## src/rtl/bec_pkg.sv

```systemverilog
`timescale 1ns/1ps
package bec_pkg;
  localparam int PRBS_W = 15;
  localparam int PAT_W  = 16;

  typedef enum logic [1:0] {
    ST_HUNT   = 2'd0,
    ST_VERIFY = 2'd1,
    ST_LOCK   = 2'd2
  } sync_st_e;

  // Next bit of x^15 + x^14 + 1, state newest bit at index 0.
  function automatic logic prbs_next_bit(input logic [PRBS_W-1:0] s);
    return s[PRBS_W-1] ^ s[PRBS_W-2];
  endfunction

  // Word as seen in a newest-at-0 history when the last bit sent was w[k].
  function automatic logic [PAT_W-1:0] rot_right(input logic [PAT_W-1:0] w, input int k);
    logic [PAT_W-1:0] r;
    for (int j = 0; j < PAT_W; j++) r[j] = w[(j + k) % PAT_W];
    return r;
  endfunction
endpackage

```

## src/rtl/bec_refgen.sv

```systemverilog
`timescale 1ns/1ps
module bec_refgen import bec_pkg::*; (
  input  logic             clk,
  input  logic             rst_n,
  input  logic             pat_mode,
  input  logic [PAT_W-1:0] pat_word,
  input  logic [PAT_W-1:0] recent,
  input  logic             load,
  input  logic             advance,
  output logic             seed_ok,
  output logic             exp_bit
);
  localparam int PTR_W = $clog2(PAT_W);

  logic [PRBS_W-1:0] lfsr;
  logic [PTR_W-1:0]  ptr;
  logic [PAT_W-1:0]  hit;
  logic [PTR_W-1:0]  hit_k;

  // one comparator per rotation of the word
  for (genvar k = 0; k < PAT_W; k++) begin : g_rot
    assign hit[k] = (rot_right(pat_word, k) == recent);
  end

  always_comb begin
    hit_k = '0;
    for (int k = PAT_W - 1; k >= 0; k--)
      if (hit[k]) hit_k = PTR_W'(k);
  end

  assign seed_ok = pat_mode ? (|hit) : (|recent[PRBS_W-1:0]);
  assign exp_bit = pat_mode ? pat_word[ptr] : prbs_next_bit(lfsr);

  always_ff @(posedge clk) begin
    if (!rst_n) begin
      lfsr <= '0;
      ptr  <= '0;
    end else if (load) begin
      lfsr <= recent[PRBS_W-1:0];
      ptr  <= hit_k - PTR_W'(1);
    end else if (advance) begin
      lfsr <= {lfsr[PRBS_W-2:0], prbs_next_bit(lfsr)};
      ptr  <= ptr - PTR_W'(1);
    end
  end

  // once loaded or stepping, the sequence state never collapses to zero
  p_ref_nonzero_r3: assert property (@(posedge clk) disable iff (!rst_n)
    (!pat_mode && $past(load || advance)) |-> (|lfsr));
endmodule

```

## src/rtl/bec_sync.sv

```systemverilog
`timescale 1ns/1ps
module bec_sync import bec_pkg::*; #(
  parameter int VERIFY_RUN = 32,
  parameter int WIN_LEN    = 64,
  parameter int WIN_MAX    = 8
) (
  input  logic             clk,
  input  logic             rst_n,
  input  logic             bit_en,
  input  logic             bit_in,
  input  logic             pat_mode,
  input  logic             exp_bit,
  input  logic             seed_ok,
  output logic [PAT_W-1:0] recent,
  output logic             load,
  output logic             advance,
  output logic             locked,
  output logic             err_bit,
  output logic             lose_evt
);
  localparam int FILL_W = $clog2(PAT_W + 1);
  localparam int RUN_W  = $clog2(VERIFY_RUN);
  localparam int WC_W   = $clog2(WIN_LEN + 1);

  sync_st_e           st;
  logic [PAT_W-1:0]   hist;
  logic [FILL_W-1:0]  fill, need_m1;
  logic [RUN_W-1:0]   run;
  logic [WIN_LEN-1:0] win;
  logic [WC_W-1:0]    wcnt, wcnt_nxt;
  logic               full, mism;

  assign recent   = {hist[PAT_W-2:0], bit_in};
  assign need_m1  = pat_mode ? FILL_W'(PAT_W - 1) : FILL_W'(PRBS_W - 1);
  assign full     = (fill >= need_m1);
  assign mism     = bit_in ^ exp_bit;
  assign load     = bit_en && (st == ST_HUNT) && full && seed_ok;
  assign advance  = bit_en && (st != ST_HUNT);
  assign locked   = (st == ST_LOCK);
  assign err_bit  = bit_en && locked && mism;
  assign wcnt_nxt = wcnt + WC_W'(err_bit) - WC_W'(win[WIN_LEN-1]);
  assign lose_evt = err_bit && (wcnt_nxt > WC_W'(WIN_MAX));

  always_ff @(posedge clk) begin
    if (!rst_n) begin
      st   <= ST_HUNT;
      hist <= '0;
      fill <= '0;
      run  <= '0;
      win  <= '0;
      wcnt <= '0;
    end else if (bit_en) begin
      hist <= recent;
      unique case (st)
        ST_HUNT: begin
          if (load) begin
            st  <= ST_VERIFY;
            run <= '0;
          end else if (!full) begin
            fill <= fill + FILL_W'(1);
          end
        end
        ST_VERIFY: begin
          if (mism) begin
            st   <= ST_HUNT;
            fill <= '0;
          end else if (run == RUN_W'(VERIFY_RUN - 1)) begin
            st <= ST_LOCK;
          end else begin
            run <= run + RUN_W'(1);
          end
        end
        default: begin
          if (lose_evt) begin
            st   <= ST_HUNT;
            fill <= '0;
            win  <= '0;
            wcnt <= '0;
          end else begin
            win  <= {win[WIN_LEN-2:0], err_bit};
            wcnt <= wcnt_nxt;
          end
        end
      endcase
    end
  end

  // lock is only ever entered at the end of a full matching run
  p_lock_after_run_r5: assert property (@(posedge clk) disable iff (!rst_n)
    $rose(locked) |-> ($past(st) == ST_VERIFY) && $past(bit_en) && !$past(mism)
                      && ($past(run) == RUN_W'(VERIFY_RUN - 1)));
  // while aligned the window tally never passes the limit
  p_win_bound_r6: assert property (@(posedge clk) disable iff (!rst_n)
    locked |-> (wcnt <= WC_W'(WIN_MAX)));
  // a drop always leaves the unit hunting from empty
  p_hunt_after_loss_r6: assert property (@(posedge clk) disable iff (!rst_n)
    lose_evt |=> (st == ST_HUNT) && (fill == '0));
endmodule

```

## src/rtl/bec_gate.sv

```systemverilog
`timescale 1ns/1ps
module bec_gate #(
  parameter int              CNT_W     = 34,
  parameter int              ERR_W     = 34,
  parameter longint unsigned LEN_SHORT = 64'd1_000_000,
  parameter longint unsigned LEN_MID   = 64'd100_000_000,
  parameter longint unsigned LEN_LONG  = 64'd10_000_000_000
) (
  input  logic             clk,
  input  logic             rst_n,
  input  logic             bit_en,
  input  logic             locked,
  input  logic             err_bit,
  input  logic             lose_evt,
  input  logic [1:0]       len_sel,
  output logic             gating,
  output logic [ERR_W-1:0] err_count,
  output logic             result_valid,
  output logic             result_bad
);
  localparam logic [CNT_W-1:0] LEN_A = CNT_W'(LEN_SHORT);
  localparam logic [CNT_W-1:0] LEN_B = CNT_W'(LEN_MID);
  localparam logic [CNT_W-1:0] LEN_C = CNT_W'(LEN_LONG);

  function automatic logic [CNT_W-1:0] pick_len(input logic [1:0] sel);
    case (sel)
      2'd0:    return LEN_A;
      2'd1:    return LEN_B;
      default: return LEN_C;
    endcase
  endfunction

  function automatic logic [ERR_W-1:0] sat_inc(input logic [ERR_W-1:0] v, input logic inc);
    if (inc && (v != '1)) return v + ERR_W'(1);
    return v;
  endfunction

  logic [CNT_W-1:0] bcnt, blen_q;
  logic [ERR_W-1:0] errs, errs_nxt;
  logic             bad, last_bit;

  assign errs_nxt = sat_inc(errs, err_bit);
  assign last_bit = gating && (bcnt == blen_q - CNT_W'(1));

  always_ff @(posedge clk) begin
    if (!rst_n) begin
      gating       <= 1'b0;
      bcnt         <= '0;
      blen_q       <= LEN_A;
      errs         <= '0;
      bad          <= 1'b0;
      err_count    <= '0;
      result_valid <= 1'b0;
      result_bad   <= 1'b0;
    end else begin
      result_valid <= 1'b0;
      if (bit_en) begin
        if (!gating) begin
          if (locked) begin
            gating <= 1'b1;
            bcnt   <= CNT_W'(1);
            blen_q <= pick_len(len_sel);
            errs   <= ERR_W'(err_bit);
            bad    <= lose_evt;
          end
        end else if (last_bit) begin
          gating       <= 1'b0;
          bcnt         <= '0;
          err_count    <= errs_nxt;
          result_bad   <= bad | lose_evt;
          result_valid <= 1'b1;
        end else begin
          bcnt <= bcnt + CNT_W'(1);
          errs <= errs_nxt;
          bad  <= bad | lose_evt;
        end
      end
    end
  end

  // the strobe is a single cycle
  p_valid_pulse_r10: assert property (@(posedge clk) disable iff (!rst_n)
    result_valid |=> !result_valid);
  // the latched result only moves together with the strobe
  p_result_hold_r10: assert property (@(posedge clk) disable iff (!rst_n)
    !$stable(err_count) |-> result_valid);
  // a block only opens while aligned
  p_gate_start_r7: assert property (@(posedge clk) disable iff (!rst_n)
    $rose(gating) |-> $past(locked) && $past(bit_en));
  // position stays inside the length chosen at block start
  p_len_bound_r8: assert property (@(posedge clk) disable iff (!rst_n)
    gating |-> (bcnt != '0) && (bcnt < blen_q));
  // within one block the tally never decreases (no wrap)
  p_no_wrap_r12: assert property (@(posedge clk) disable iff (!rst_n)
    (gating && $past(gating)) |-> (errs >= $past(errs)));
endmodule

```

## src/rtl/bit_err_counter.sv

```systemverilog
`timescale 1ns/1ps
module bit_err_counter import bec_pkg::*; #(
  parameter int              CNT_W      = 34,
  parameter int              ERR_W      = 34,
  parameter longint unsigned LEN_SHORT  = 64'd1_000_000,
  parameter longint unsigned LEN_MID    = 64'd100_000_000,
  parameter longint unsigned LEN_LONG   = 64'd10_000_000_000,
  parameter int              VERIFY_RUN = 32,
  parameter int              WIN_LEN    = 64,
  parameter int              WIN_MAX    = 8
) (
  input  logic             clk,
  input  logic             rst_n,
  input  logic             bit_en,
  input  logic             bit_in,
  input  logic             pat_mode,
  input  logic [PAT_W-1:0] pat_word,
  input  logic [1:0]       len_sel,
  output logic [ERR_W-1:0] err_count,
  output logic             gating,
  output logic             sync_lost,
  output logic             result_valid,
  output logic             result_bad
);
  logic [PAT_W-1:0] recent;
  logic load, advance, seed_ok, exp_bit;
  logic locked, err_bit, lose_evt;

  bec_refgen u_ref (
    .clk(clk), .rst_n(rst_n), .pat_mode(pat_mode), .pat_word(pat_word),
    .recent(recent), .load(load), .advance(advance),
    .seed_ok(seed_ok), .exp_bit(exp_bit)
  );

  bec_sync #(.VERIFY_RUN(VERIFY_RUN), .WIN_LEN(WIN_LEN), .WIN_MAX(WIN_MAX)) u_sync (
    .clk(clk), .rst_n(rst_n), .bit_en(bit_en), .bit_in(bit_in), .pat_mode(pat_mode),
    .exp_bit(exp_bit), .seed_ok(seed_ok), .recent(recent), .load(load),
    .advance(advance), .locked(locked), .err_bit(err_bit), .lose_evt(lose_evt)
  );

  bec_gate #(.CNT_W(CNT_W), .ERR_W(ERR_W), .LEN_SHORT(LEN_SHORT),
             .LEN_MID(LEN_MID), .LEN_LONG(LEN_LONG)) u_gate (
    .clk(clk), .rst_n(rst_n), .bit_en(bit_en), .locked(locked), .err_bit(err_bit),
    .lose_evt(lose_evt), .len_sel(len_sel), .gating(gating), .err_count(err_count),
    .result_valid(result_valid), .result_bad(result_bad)
  );

  assign sync_lost = ~locked;

  // no mismatch reaches the tally unless aligned before this bit
  p_count_when_locked_r9: assert property (@(posedge clk) disable iff (!rst_n)
    err_bit |-> !sync_lost);
endmodule

```

## config.mk

```make
export PLATFORM = sky130hd
export DESIGN_NAME = bit_err_counter
export DESIGN_NICKNAME = d
export VERILOG_FILES = /design/src/rtl/bec_pkg.sv /design/src/rtl/bec_refgen.sv /design/src/rtl/bec_sync.sv /design/src/rtl/bec_gate.sv /design/src/rtl/bit_err_counter.sv
export SDC_FILE = /design/constraint.sdc
export NUM_CORES = 1
export LEC_CHECK = 0
export BUFFER_PORTS_ARGS = -buffer_cell sky130_fd_sc_hd__buf_2
export CORE_UTILIZATION = 50
export CTS_CLUSTER_DIAMETER = 60
export DETAILED_ROUTE_END_ITERATION = 12
export HOLD_SLACK_MARGIN = 0.05
export PLACE_DENSITY = 0.67
export SYNTH_ARGS = -nofsm -noshare
export SYNTH_HDL_FRONTEND = slang
export SYNTH_SLANG_ARGS = --single-unit
```

## constraint.sdc

```tcl
create_clock -name clk -period 7.6 [get_ports clk]
set_input_delay 1.9 -clock clk [delete_from_list [all_inputs] [get_ports clk]]
set_output_delay 1.9 -clock clk [all_outputs]
set_load 0.05 [all_outputs]
```

* Yosys cells after proc, flatten, opt, wreduce, memory -nomap -nowiden
Cells that the tools add are included.
** Word-level totals
- Register bits after elaboration :: 257
** Cells by class
- Bitwise logic cells :: 6
- $add $sub $neg :: 9
- Reduce and logical (&&, ||, !) cells :: 28
- $lt $le $gt $ge :: 3
- Equal/unequal tests :: 30
- Multiplexer cells :: 58
** Operator list (count)
- two-way mux 34 bit :: 8
- equality test 16 bit :: 16
- two-way mux 4 bit :: 18
- adder 34 x 1 -> 34 bit, second input constant :: 2
- one-hot mux 34 bit (2 select lines) :: 1
- two-way mux 64 bit :: 1
- two-way mux 5 bit :: 7
- equality test 34 bit :: 1
- != test 34 bit, second input constant :: 1
- subtractor 34 x 1 -> 34 bit, second input constant :: 1
- two-way mux 15 bit :: 2
- one-hot mux 5 bit (2 select lines) :: 2
- OR reduction 16 bit :: 1
- OR reduction 15 bit :: 1
- two-way mux 1 bit :: 12
- != test 2 bit, second input constant :: 6
- AND reduction 3 bit :: 4
- adder 5 x 1 -> 5 bit, second input constant :: 2
- AND reduction 5 bit :: 2
- logical AND 1 bit :: 9
- two-way mux 2 bit :: 4
- nonzero test 2 bit :: 4
- subtractor 4 x 1 -> 4 bit, second input constant :: 2
- adder 7 x 1 -> 7 bit :: 1
- 20 further kinds :: 26

* Depth between registers and ports, before layout
- Depth after elaboration :: 19
- Depth in mapped cells :: 21
- Gate-level depth less buffers :: 20

* Cells and area by module
From an unflattened synthesis, not the netlist that was laid out.
** Unflattened totals
- Cell total of the unflattened synthesis :: 1856
- Area total of the unflattened synthesis :: 15894.0 µm²
** By module, submodules not included
- bec_gate :: cells an instance 737, area an instance 6112.1 µm², times used 1
- bec_sync :: cells an instance 573, area an instance 4922.2 µm², times used 1
- bec_refgen :: cells an instance 545, area an instance 4855.9 µm², times used 1
- bit_err_counter :: cells an instance 1, area an instance 3.8 µm², times used 1

* Worst setup path after synthesis
OpenSTA, ideal clock, no wires.
- Path type :: input to register
- From :: input port pat_word[3]
- To :: register u_sync.fill[4]
- Setup time :: 117 ps
- Slack :: 1367 ps
- Data arrival time :: 6116 ps
- Required time :: 7483 ps
- Stages on the path :: 21
- Cell sequence :: buf_2 > mux4_1 > mux4_2 > mux2i_4 > xor2_4 > nor2_4 > inv_2 > ha_1 > inv_1 > ha_1 > fa_1 > a21o_1 > a21oi_1 > o21bai_1 > a21oi_1 > xnor2_1 > o31ai_4 > nand2_4 > and4_4 > a41oi_2 > nor2_1
** On the way
- Word-level cells in the longest chain between the ends :: 11
- Elaborated cells between the ends (all ways) :: 32
- Classes of those cells :: 2 x add/sub; 1 x order compare; 18 x eq/ne; 4 x mux; 1 x bitwise; 6 x reduce/logical
** Ends and longest elaborated chain
- from (decl) :: RTL line bit_err_counter.sv:17 : input logic [PAT_W-1:0] pat_word,
- binary-select mux 1 bit (select 4 bit) :: RTL line bec_refgen.sv:32 : assign exp_bit = pat_mode ? pat_word[ptr] : prbs_next_bit(lfsr);
- two-way mux 1 bit (implied by the code) :: RTL line bec_refgen.sv:32
- two-way mux 1 bit :: RTL line bec_refgen.sv:32
- bitwise XOR 1 bit :: RTL line bec_sync.sv:36 : assign mism = bit_in ^ exp_bit;
- logical AND 1 bit :: RTL line bec_sync.sv:40 : assign err_bit = bit_en && locked && mism;
- adder 7 x 1 -> 7 bit :: RTL line bec_sync.sv:41 : assign wcnt_nxt = wcnt + WC_W'(err_bit) - WC_W'(win[WIN_LEN-1]);
- subtractor 7 x 1 -> 7 bit :: RTL line bec_sync.sv:41
- greater-than comparator 7 x 4 -> 1 bit :: RTL line bec_sync.sv:42 : assign lose_evt = err_bit && (wcnt_nxt > WC_W'(WIN_MAX));
- logical AND 1 bit :: RTL line bec_sync.sv:42
- nonzero test 3 bit (no line)
- AND reduction 5 bit (no line) (*)
- to (signal assigned) :: RTL line bec_sync.sv:60 : fill <= fill + FILL_W'(1);
- to (decl) :: RTL line bec_sync.sv:27 : logic [FILL_W-1:0] fill, need_m1;
Every way passes the cells marked *; elsewhere a longest branch is shown, timed or not. The select of a mux whose other input is x is not followed.
A chain may end at the register's enable or synchronous reset.

* Worst setup path in the final report
- From :: input port pat_word[10]
- To :: register u_sync.win[23]
** On the way
- Word-level cells in the longest chain between the ends :: 10
** Ends and longest elaborated chain
- binary-select mux 1 bit (select 4 bit) (*) :: RTL line bec_refgen.sv:32
- two-way mux 1 bit (implied by the code) (*) :: RTL line bec_refgen.sv:32
- two-way mux 1 bit (*) :: RTL line bec_refgen.sv:32
- bitwise XOR 1 bit (*) :: RTL line bec_sync.sv:36
- logical AND 1 bit (*) :: RTL line bec_sync.sv:40
- adder 7 x 1 -> 7 bit :: RTL line bec_sync.sv:41
- subtractor 7 x 1 -> 7 bit :: RTL line bec_sync.sv:41
- greater-than comparator 7 x 4 -> 1 bit :: RTL line bec_sync.sv:42
- logical AND 1 bit (*) :: RTL line bec_sync.sv:42
- two-way mux 64 bit (*) :: RTL line bec_sync.sv:74 : if (lose_evt) begin
- to (signal assigned) :: RTL line bec_sync.sv:80 : win <= {win[WIN_LEN-2:0], err_bit};
- to (decl) :: RTL line bec_sync.sv:29 : logic [WIN_LEN-1:0] win;
Marked as above.

==> flow_summary_export.csv <==
group,metric,value,unit
worst_setup_path,r2r_slack,2.45,ns
yosys,syn-num-nets,1809,
worst_setup_path,rr_worst_depth,19,
clock_network,tritoncts,"yes",
sta,tns,0,ns
sta,rsz0062_at_grt,"false",
worst_setup_path,cpMostUsedCell,"a21oi_1",
detailed_routing,drt_iter0_drc,998,
worst_setup_path,cp-end-kind,"register",
clock_network,cts_resized,0,
grt,grt_max_degree,115,
detailed_routing,ant_nets,0,
power,leakagePower,6.26,nW
layout,insertedDiodeCount,0,
sta,max_freq,160,MHz
yosys,synthTopCellsByCount,"xor2_1 (260), dfxtp_1 (229), nand2_1 (179)",
worst_setup_path,crit_type,"input pin to register",
yosys,yosysMostFrequentCell,"xor2_1",
layout,nFillCells,2634,
sta,setup_violations,0,
yosys,yosysTopAreaCell,"dfxtp_1",
yosys,netlist_instances,1768,
clock_network,cts_setup_buffers,0,
worst_setup_path,critPathMaxStageDelay,0.55,ns
die,rows,61,
sta,finClkSkew,0.0149,ns
layout,area_growth,8.79,%
job,cap_violations,0,
detailed_routing,wirelength,37200,um
die,die_area,29000,sq um
clock_network,postCtsHoldBufs,0,
sta,fin_ws,1.33,ns
worst_setup_path,path_cells,"buf_2, mux4_1, mux4_2, mux2i_4, xor2_4, nor2_4, inv_2, ha_1, inv_1, ha_1, fa_1, a21o_1, a21oi_1, o21bai_1, a21oi_1, xnor2_1, o31ai_4, buf_12, nand3_1, a21oi_1",
worst_setup_path,arrival,6.74,ns
yosys,synth.area.top_cells,"dfxtp_1 (32%), xor2_1 (16%), a21oi_1 (5.4%), nand2_1 (4.7%), nand3_1 (3.6%)",
die,die_h,170,um
yosys,yosys_warnings,0,
placed_design,numPortBuffers,60,
sta,fin_crit,6.27,ns
yosys,synth.distinct_cells,77,
clock_network,cts.sinks,229,
yosys,avgSynthCellArea,8.01,sq um
sta,hold_viol,0,
detailed_routing,viasPerCell,5.90,
die,core,27800,sq um
yosys,synth_top_area_share,32.4,%
yosys,seq_area_frac_synth,32.4,%
die,ioPinCount,61,
sta,tightest_slew,1.37,ns
power,worst_ir_drop_vdd,0.163,mV
sta,fin_crit_sh,82.5,%
layout,drive_above_1_share,9.96,%
worst_setup_path,crit_path_start_kind,"input pin",
worst_setup_path,crit_required,8.07,ns
die,initial_core_util,50.9,%
detailed_routing,dr_total_vias,12535,
clock_network,cts_buffers,26,
detailed_routing,drc,0,
power,power.density,177,nW/um^2
clock_network,clk_pin_slew,0.06,ns
placed_design,gp_congestion,0.849,
placed_design,pre_cts_slack,0.876,ns
worst_setup_path,critPathSlowestCell,"mux4_1",
yosys,synth_edf_count,0,
clock_network,htree_levels,1,
grt,grt.overflow.total,0,
clock_network,clock_latency,0.54,ns
sta,maxSlewHeadroom,8.57,%
detailed_routing,routedWlPerCell,17.5,um
die,dieWidth,170,um
hold_path,whs_path_depth,2,
clock_network,clockRootBuffer,"clkbuf_16",
grt,grt_pass1_wl,61100,um
grt,grt_usage,25.5,%
outcome,status,"finished clean",
sta,drv_slew,0,
layout,num-nets-final,1770,
yosys,ys_ff_latch,229,
detailed_routing,drtPass1Iterations,5,
yosys,synthesis.area,14200,sq um
grt,grt_pass1_vias,11833,
yosys,async_flop_share,0,%
worst_setup_path,cp_max_fo,67,
clock_network,cts_buffer_depth,3,
placed_design,dp_hpwl,22400,um
grt,antenna_found_initial,0,
yosys,ys.flop_type,"dfxtp_1",
hold_path,min_path_type,"register to register",
## kinds of logic (layout without fill, tap and decap cells)
| group | Yosys count | in the layout | synth area share (%) |
|---|---|---|---|
| AO/OA/AOI/OAI | 337 | 337 | 14.1 |
| XOR/XNOR | 308 | 308 | 19.2 |
| flip-flops | 229 | 229 | 32.4 |
| buffers and inverters | 186 | 165 | 5.92 |
| AND/OR/NAND/NOR | 650 | 650 | 23.4 |
| adder cells (fa/ha/maj) | 18 | 18 | 1.64 |
| multiplexers | 40 | 40 | 3.41 |
## worst max-delay path, delay by kind of cell
kind	cells	cell delay (ns)
fa+ha+maj	3	0.88
xor+xnor	2	0.32
mux	3	1.31
buf+inv	4	0.72
simple gates	2	0.30
compound gates	6	1.24
## where the power goes
group	switching (mW)	leakage [nW]	internal, mW	total (mW)
Sequential	0.00234	1.84	1.20	1.20
Clock	0.516	0.465	0.846	1.36
Combinational	0.111	3.95	0.0522	0.163
Total	0.630	6.26	2.10	2.73
## per-stage QoR
step / util [%] / power, mW / hold WS, ns / cell area [sq um] / instances
floorplan: - / 1.36 / 0.432 / 14200 / 1768
global placement: 52.0 / 1.39 / 0.439 / 14500 / 2079
detailed placement: 52.0 / 1.39 / 0.443 / 14500 / 2079
CTS: 55.4 / 2.75 / 0.451 / 15400 / 2125
global route: 55.4 / 2.82 / 0.469 / 15400 / 2125
finish: 55.4 / 2.73 / 0.448 / 15400 / 2125
## cells in the final DEF, fill, tap and decap left out, types with 20 or more instances in the layout
master and n:
a21oi_1 154, buf_2 60, buf_4 28, a31oi_1 21, nand2_1 178, dfxtp_1 229, xnor2_1 47, nor4_1 74
a211oi_1 34, nor2_1 127, mux2i_1 34, clkbuf_16 26, nand4_1 35, inv_1 28, nand3_1 103, nor3_1 28
and3_1 20, xor2_1 260, o21ai_0 70
## sequential cells by signal (all words and copies together) (netlist names)
register             flops
u_gate.bad               1
u_gate.bcnt             34
u_gate.blen_q            6
u_gate.err_count        34
u_gate.errs             34
u_gate.gating            1
u_gate.result_bad        1
u_gate.result_valid      1
u_ref.lfsr              15
u_ref.ptr                4
u_sync.fill              5
u_sync.hist             15
u_sync.run               5
u_sync.st                2
u_sync.wcnt              7
u_sync.win              64
## final timing paths
path | startpoint | endpoint
max | pat_word[10] | u_sync.win[23]
min | u_sync.win[26] | u_sync.win[26]
max reg2reg | u_ref.ptr[0] | u_sync.win[23]
min reg2reg | u_sync.win[26] | u_sync.win[26]
## per-layer routing
layer / GRT usage (%) / vias to the layer above / part of all wire, %
met1: 34.1 / 6015 / 46
met4: 7.91 / 0 / 2.7
met5: 0 / - / 0
li1: - / 6058 / -
met3: 4.21 / 98 / 5.8
met2: 42.0 / 364 / 46
## cell type report
type / count / area [sq um] / area share (%)
clock buffer: 30 / 676 / 4.39
clock inverter: 16 / 265 / 1.72
inverter: 30 / 118 / 0.764
multi-input combinational: 1353 / 8750 / 56.8
sequential: 229 / 4580 / 29.8
tap: 378 / 473 / 3.07
timing repair buffer: 89 / 531 / 3.45
Note: power is estimated with default switching activity, not from simulation.
